$ cat src/rtl/seq_start_pkg.sv
package seq_start_pkg;
  // one merged start request for a clock cycle
  typedef struct packed {
    logic valid;     // some source asks for a start
    logic internal;  // software or restart source present
  } start_req_t;
endpackage

$ cat src/rtl/ssc_rst_sync.sv
module ssc_rst_sync (
  input  logic clk,
  input  logic rst_n,
  output logic rst_n_sync
);
  logic r1_q, r2_q;
  logic r1_d, r2_d;

  always_comb begin
    r1_d = 1'b1;
    r2_d = r1_q;
  end

  always_ff @(posedge clk or negedge rst_n) begin
    if (!rst_n) begin
      r1_q <= 1'b0;
      r2_q <= 1'b0;
    end else begin
      r1_q <= r1_d;
      r2_q <= r2_d;
    end
  end

  assign rst_n_sync = r2_q;
endmodule

$ cat src/rtl/ssc_req_src.sv
module ssc_req_src
  import seq_start_pkg::*;
(
  input  logic       clk,
  input  logic       rst_n,
  input  logic       sw_start_i,
  input  logic       ext_start_n_i,
  input  logic       restart_en_i,
  input  logic       seq_last_i,
  output start_req_t req_o
);
  logic ext_prev_q, ext_prev_d;
  logic ext_rel;
  logic restart_req;

  always_comb begin
    ext_prev_d  = ext_start_n_i;
    ext_rel     = !ext_prev_q && ext_start_n_i;
    restart_req = restart_en_i && seq_last_i;
    req_o.valid    = sw_start_i || ext_rel || restart_req;
    req_o.internal = sw_start_i || restart_req;
  end

  always_ff @(posedge clk or negedge rst_n) begin
    if (!rst_n) ext_prev_q <= 1'b1;
    else        ext_prev_q <= ext_prev_d;
  end

  // an external request only follows a sampled low then high
  assert_ext_release_R3: assert property (@(posedge clk) disable iff (!rst_n)
    (ext_rel |-> ($past(ext_start_n_i) == 1'b0 && ext_start_n_i)));

  // restart strobe without mode enable never forms a request alone
  assert_restart_gated_R4: assert property (@(posedge clk) disable iff (!rst_n)
    ((!restart_en_i && !sw_start_i && ext_prev_q) |-> !req_o.valid));
endmodule

$ cat src/rtl/ssc_delay_timer.sv
module ssc_delay_timer
  import seq_start_pkg::*;
#(
  parameter int DLY_W = 5
) (
  input  logic             clk,
  input  logic             rst_n,
  input  start_req_t       req_i,
  input  logic [DLY_W-1:0] dly_i,
  output logic             start_o,
  output logic             start_int_o
);
  localparam logic [DLY_W-1:0] CNT_ONE  = DLY_W'(1);
  localparam logic [DLY_W-1:0] CNT_ZERO = '0;

  logic [DLY_W-1:0] cnt_q, cnt_d, eff_dly;
  logic             tag_q, tag_d;
  logic             start_q, start_d;
  logic             sint_q, sint_d;
  logic             cnt_en;

  always_comb begin
    eff_dly = (dly_i == CNT_ZERO) ? CNT_ONE : dly_i;
    cnt_en  = req_i.valid || (cnt_q != CNT_ZERO);
    cnt_d   = cnt_q;
    tag_d   = tag_q;
    start_d = 1'b0;
    sint_d  = 1'b0;
    if (req_i.valid) begin
      cnt_d = eff_dly;
      tag_d = req_i.internal;
    end else if (cnt_q == CNT_ONE) begin
      cnt_d   = CNT_ZERO;
      start_d = 1'b1;
      sint_d  = tag_q;
    end else if (cnt_q != CNT_ZERO) begin
      cnt_d = cnt_q - CNT_ONE;
    end
  end

  always_ff @(posedge clk or negedge rst_n) begin
    if (!rst_n) begin
      cnt_q <= CNT_ZERO;
      tag_q <= 1'b0;
    end else if (cnt_en) begin
      cnt_q <= cnt_d;
      tag_q <= tag_d;
    end
  end

  always_ff @(posedge clk or negedge rst_n) begin
    if (!rst_n) begin
      start_q <= 1'b0;
      sint_q  <= 1'b0;
    end else begin
      start_q <= start_d;
      sint_q  <= sint_d;
    end
  end

  assign start_o     = start_q;
  assign start_int_o = sint_q;

  // the start pulse is a single cycle
  assert_single_pulse_R9: assert property (@(posedge clk) disable iff (!rst_n)
    (start_q |=> !start_q));

  // a fresh request always defers the start by at least one cycle
  assert_req_defers_R6: assert property (@(posedge clk) disable iff (!rst_n)
    (req_i.valid |=> !start_q));

  // an internal-start mark only accompanies a start
  assert_int_with_start_R7: assert property (@(posedge clk) disable iff (!rst_n)
    (sint_q |-> start_q));
endmodule

$ cat src/rtl/ssc_out_stage.sv
module ssc_out_stage #(
  parameter int FIRST_LAT = 2
) (
  input  logic clk,
  input  logic rst_n,
  input  logic start_i,
  input  logic start_int_i,
  output logic start_out_n_o,
  output logic addr_valid_n_o
);
  logic [FIRST_LAT-1:0] vpipe_q, vpipe_d;

  generate
    if (FIRST_LAT == 1) begin : g_lat1
      always_comb vpipe_d = start_i;
    end else begin : g_latn
      always_comb vpipe_d = {vpipe_q[FIRST_LAT-2:0], start_i};
    end
  endgenerate

  always_ff @(posedge clk or negedge rst_n) begin
    if (!rst_n) vpipe_q <= '0;
    else        vpipe_q <= vpipe_d;
  end

  assign start_out_n_o  = !start_int_i;
  assign addr_valid_n_o = !vpipe_q[FIRST_LAT-1];

  // the first-address strobe lasts one cycle
  assert_valid_one_cycle_R8: assert property (@(posedge clk) disable iff (!rst_n)
    (!addr_valid_n_o |=> addr_valid_n_o));
endmodule

$ cat src/rtl/seq_start_ctrl.sv
module seq_start_ctrl
  import seq_start_pkg::*;
#(
  parameter int DLY_W     = 5,
  parameter int FIRST_LAT = 2
) (
  input  logic             clk,
  input  logic             rst_n,
  input  logic             sw_start_i,
  input  logic             ext_start_n_i,
  input  logic             restart_en_i,
  input  logic             seq_last_i,
  input  logic [DLY_W-1:0] dly_i,
  output logic             start_o,
  output logic             start_out_n_o,
  output logic             addr_valid_n_o
);
  logic       rst_n_int;
  start_req_t req;
  logic       start_int;

  ssc_rst_sync u_rst (
    .clk        (clk),
    .rst_n      (rst_n),
    .rst_n_sync (rst_n_int)
  );

  ssc_req_src u_src (
    .clk           (clk),
    .rst_n         (rst_n_int),
    .sw_start_i    (sw_start_i),
    .ext_start_n_i (ext_start_n_i),
    .restart_en_i  (restart_en_i),
    .seq_last_i    (seq_last_i),
    .req_o         (req)
  );

  ssc_delay_timer #(.DLY_W(DLY_W)) u_tmr (
    .clk         (clk),
    .rst_n       (rst_n_int),
    .req_i       (req),
    .dly_i       (dly_i),
    .start_o     (start_o),
    .start_int_o (start_int)
  );

  ssc_out_stage #(.FIRST_LAT(FIRST_LAT)) u_out (
    .clk            (clk),
    .rst_n          (rst_n_int),
    .start_i        (start_o),
    .start_int_i    (start_int),
    .start_out_n_o  (start_out_n_o),
    .addr_valid_n_o (addr_valid_n_o)
  );

  // outputs stay idle while the internal reset is held
  assert_idle_in_reset_R1: assert property (@(posedge clk)
    (!rst_n_int |-> (!start_o && start_out_n_o && addr_valid_n_o)));
endmodule

$ cat config.mk
export PLATFORM = sky130hd
export DESIGN_NAME = seq_start_ctrl
export DESIGN_NICKNAME = d
export VERILOG_FILES = /design/src/rtl/seq_start_pkg.sv /design/src/rtl/ssc_rst_sync.sv /design/src/rtl/ssc_req_src.sv /design/src/rtl/ssc_delay_timer.sv /design/src/rtl/ssc_out_stage.sv /design/src/rtl/seq_start_ctrl.sv
export SDC_FILE = /design/constraint.sdc
export NUM_CORES = 1
export LEC_CHECK = 0
export ABC_AREA = 1
export CAP_MARGIN = 0
export CORE_MARGIN = 3
export CORE_UTILIZATION = 47
export DETAILED_ROUTE_END_ITERATION = 10
export GPL_TIMING_DRIVEN = 0
export PLACE_DENSITY_LB_ADDON = 0.08
export SLEW_MARGIN = 20
export SYNTH_ARGS = -nofsm -noshare
export SYNTH_HDL_FRONTEND = slang
export SYNTH_SLANG_ARGS = --single-unit
$ cat constraint.sdc
create_clock -name clk -period 0.8 [get_ports clk]
set_input_delay 0.12 -clock clk [delete_from_list [all_inputs] [get_ports clk]]
set_output_delay 0.12 -clock clk [all_outputs]
set_load 0.02 [all_outputs]
==> results.yml <==
status:
  outcome: "finished with violations"
  violations: "negative setup slack"
drt:
  routed_via_density: 4.94
  vias: 563
  drt-total-wl_um: 1420
  dr.pass1.iters: 4
  ant_nets: 0
  drt_first_iter_violations: 13
  drc: 0
  post_drt_wl_per_cell_um: 12.5
yosys:
  yosys.area.top_type: "dfrtp_1"
  synth_top_area_share_pct: 45.4
  synth_seq_cells: 13
  synth_seq_area_share_pct: 49.3
  synth.distinct_cells: 18
  ys_async_sr_fraction_pct: 100
  yosysMostFrequentCell: "nand2_1"
  synth_edf_count: 0
  synthTopCellsByCount: "20 x nand2_1, 15 x inv_1, 12 x dfrtp_1"
  synth_ff_type: "dfrtp_1"
  avgSynthCellArea_um2: 8.49
  syn_area_um2: 662
  synth.area.top_cells: "dfrtp_1 45%, nand2_1 11%, inv_1 8.5%"
  syn_inst: 78
  yosys_warnings: 0
  syn_nets: 92
worst_hold_path:
  hold_class: "flip-flop to asynchronous set/reset pin"
place:
  place_congestion: 0.726
  hpwl_um: 875
  portBuffers: 13
  place_area_um2: 822
cts:
  clock-sinks: 13
  cts_buffers: 3
  clk_latency_ps: 280
  clock_path_buffers: 2
  cts_tree: "done"
  path_clk_slew_ps: 80
  cts-root-buf: "clkbuf_4"
  cts-htree-levels: 1
run:
  maxCapViolations: 0
sta:
  finalCriticalPeriod_ps: 1160
  skew_ps: 5.22
  final.setup.tns_ps: -2450
  final-max-slew-violation-count: 0
  max_clock_freq_mhz: 859
  grt_setup_unrepaired: "true"
  finalHoldViolCount: 0
  finalSetupViolations: 10
  fin_ws_ps: -364
  post-route-period-util_pct: 146
finish:
  diodes: 0
  drive_above_1_share_pct: 33.0
  fin_area_um2: 980
  syn2layout_area_growth_pct: 48.0
  fin_util_pct: 80.6
  layout.nets: 115
die:
  row_count: 12
  die_h_um: 43.5
  io-pin-count: 14
  die_w_um: 43.5
  dieArea_um2: 1890
  core-area_um2: 1220
  initial_core_util_pct: 54.4
power:
  cellPowerDensity_nw_per_um2: 1620
  ir_worst_vdd_uv: 1270
  power_leakage_uw: 0.000487
  power_uw: 1580
global_routing:
  gr-usage-met2_pct: 26.3
  grt_pass1_wl_um: 2170
  globalRoute.busiestLayer: "met2"
  grt_util_met3_pct: 8.71
  antenna_found_initial: 0
  grt_max_degree: 12
  grt_pass1_vias: 494
  grt_overflow: 0
  grt.total_usage_pct: 16.0
  grtUsageMet1_pct: 18.3
setup_path:
  reg2reg_from: "u_src.ext_prev_q$_DFF_PN1_"
  crit_arrival_ps: 1390
  path_class: "flip-flop to flip-flop"
  cp-end-kind: "flip-flop"
  worst_setup_path_start_kind: "flip-flop"
  path_max_fanout: 6
  worstPathRequired_ps: 1020
  rr_worst_depth: 6
  crit_path_start: "u_src.ext_prev_q$_DFF_PN1_"
[power breakdown]
part           internal [µW]  leakage (µW)  switching, µW
clock network            193     0.0000150            207
registers                703      0.000158           49.5
logic                    202      0.000314            227
[cells by family after synthesis]
family	count (synthesis)	synth area share, %
other cells	1	0.567
flops	13	49.3
xor+xnor	1	1.32
fa+ha+maj	3	5.67
buf+inv	16	9.07
compound gates	4	3.40
simple gates	40	30.6
[path summary, 6_finish.rpt]
path | endpoint | slack [ps]
worst max-delay path | u_tmr.cnt_q[4]$_DFFE_PN0P_ | -360
worst min-delay path | u_tmr.start_int_o$_DFF_PN0_ | 190
worst max register to register | u_tmr.cnt_q[4]$_DFFE_PN0P_ | -360
worst min register to register | u_tmr.start_int_o$_DFF_PN0_ | 190
max in group asynchronous | u_rst.r1_q$_DFF_PN0_ | 150
min in group clk | u_src.ext_prev_q$_DFF_PN1_ | 270
[worst max-delay path, cell delays in order, from the launching register on]
cell and delay [ps]:
dfstp_2 550, nor2_4 50, nor2_4 200, nand2_4 90, nor2_4 120, nand2_2 50, nand2_1 40
[what timing repair did]
item	4_1_cts	5_1_grt
gates resized for setup	29	12
hold buffers	1	0
pin swaps	7	4
setup buffers	3	1
endpoints found under the setup margin	11	11
endpoints found under the hold margin	2	0
[cell usage in the layout (no fill, tap or decap), types with 2 or more instances in the layout]
master,synthesis,layout
nand2_1,20,17
dfrtp_1,12,12
inv_1,15,11
clkdlybuf4s50_1,0,10
nand3_1,7,6
nor2_4,3,4
buf_6,0,4
inv_2,1,3
nand2_2,2,3
nor2_1,4,3
ha_4,0,3
clkbuf_4,0,3
buf_4,0,3
inv_4,0,2
nand3_4,0,2
nand2_4,0,2
o21ai_1,1,2
[flip-flops by register name (all words and copies together) (netlist names)]
name / count
u_tmr.cnt_q: 5
u_out.vpipe_q: 2
u_rst.r1_q: 1
u_rst.rst_n_sync: 1
u_src.ext_prev_q: 1
u_tmr.start_int_o: 1
u_tmr.start_o: 1
u_tmr.tag_q: 1
[per-layer routing]
layer	vias up	wire length, µm
li1	283	-
met1	258	583
met2	20	725
met3	2	102
met4	0	11
met5	-	0
[metrics by stage]
step | instances | hold slack, ps | worst slack, ps
floorplan | 78 | -176 | -258
global placement | 105 | 192 | -473
detailed placement | 105 | 194 | -490
CTS | 113 | 196 | -314
global route | 114 | 222 | -461
finish | 114 | 185 | -364
[cell type report]
type	instances	area, µm²
inverters	16	65.1
repair buffers	18	178
multi-input cells	49	367
flip-flops and latches	13	327
clock buffers	4	26.3
well taps	14	17.5
fillers	77	236
Note: power is estimated with default switching activity, not from simulation.
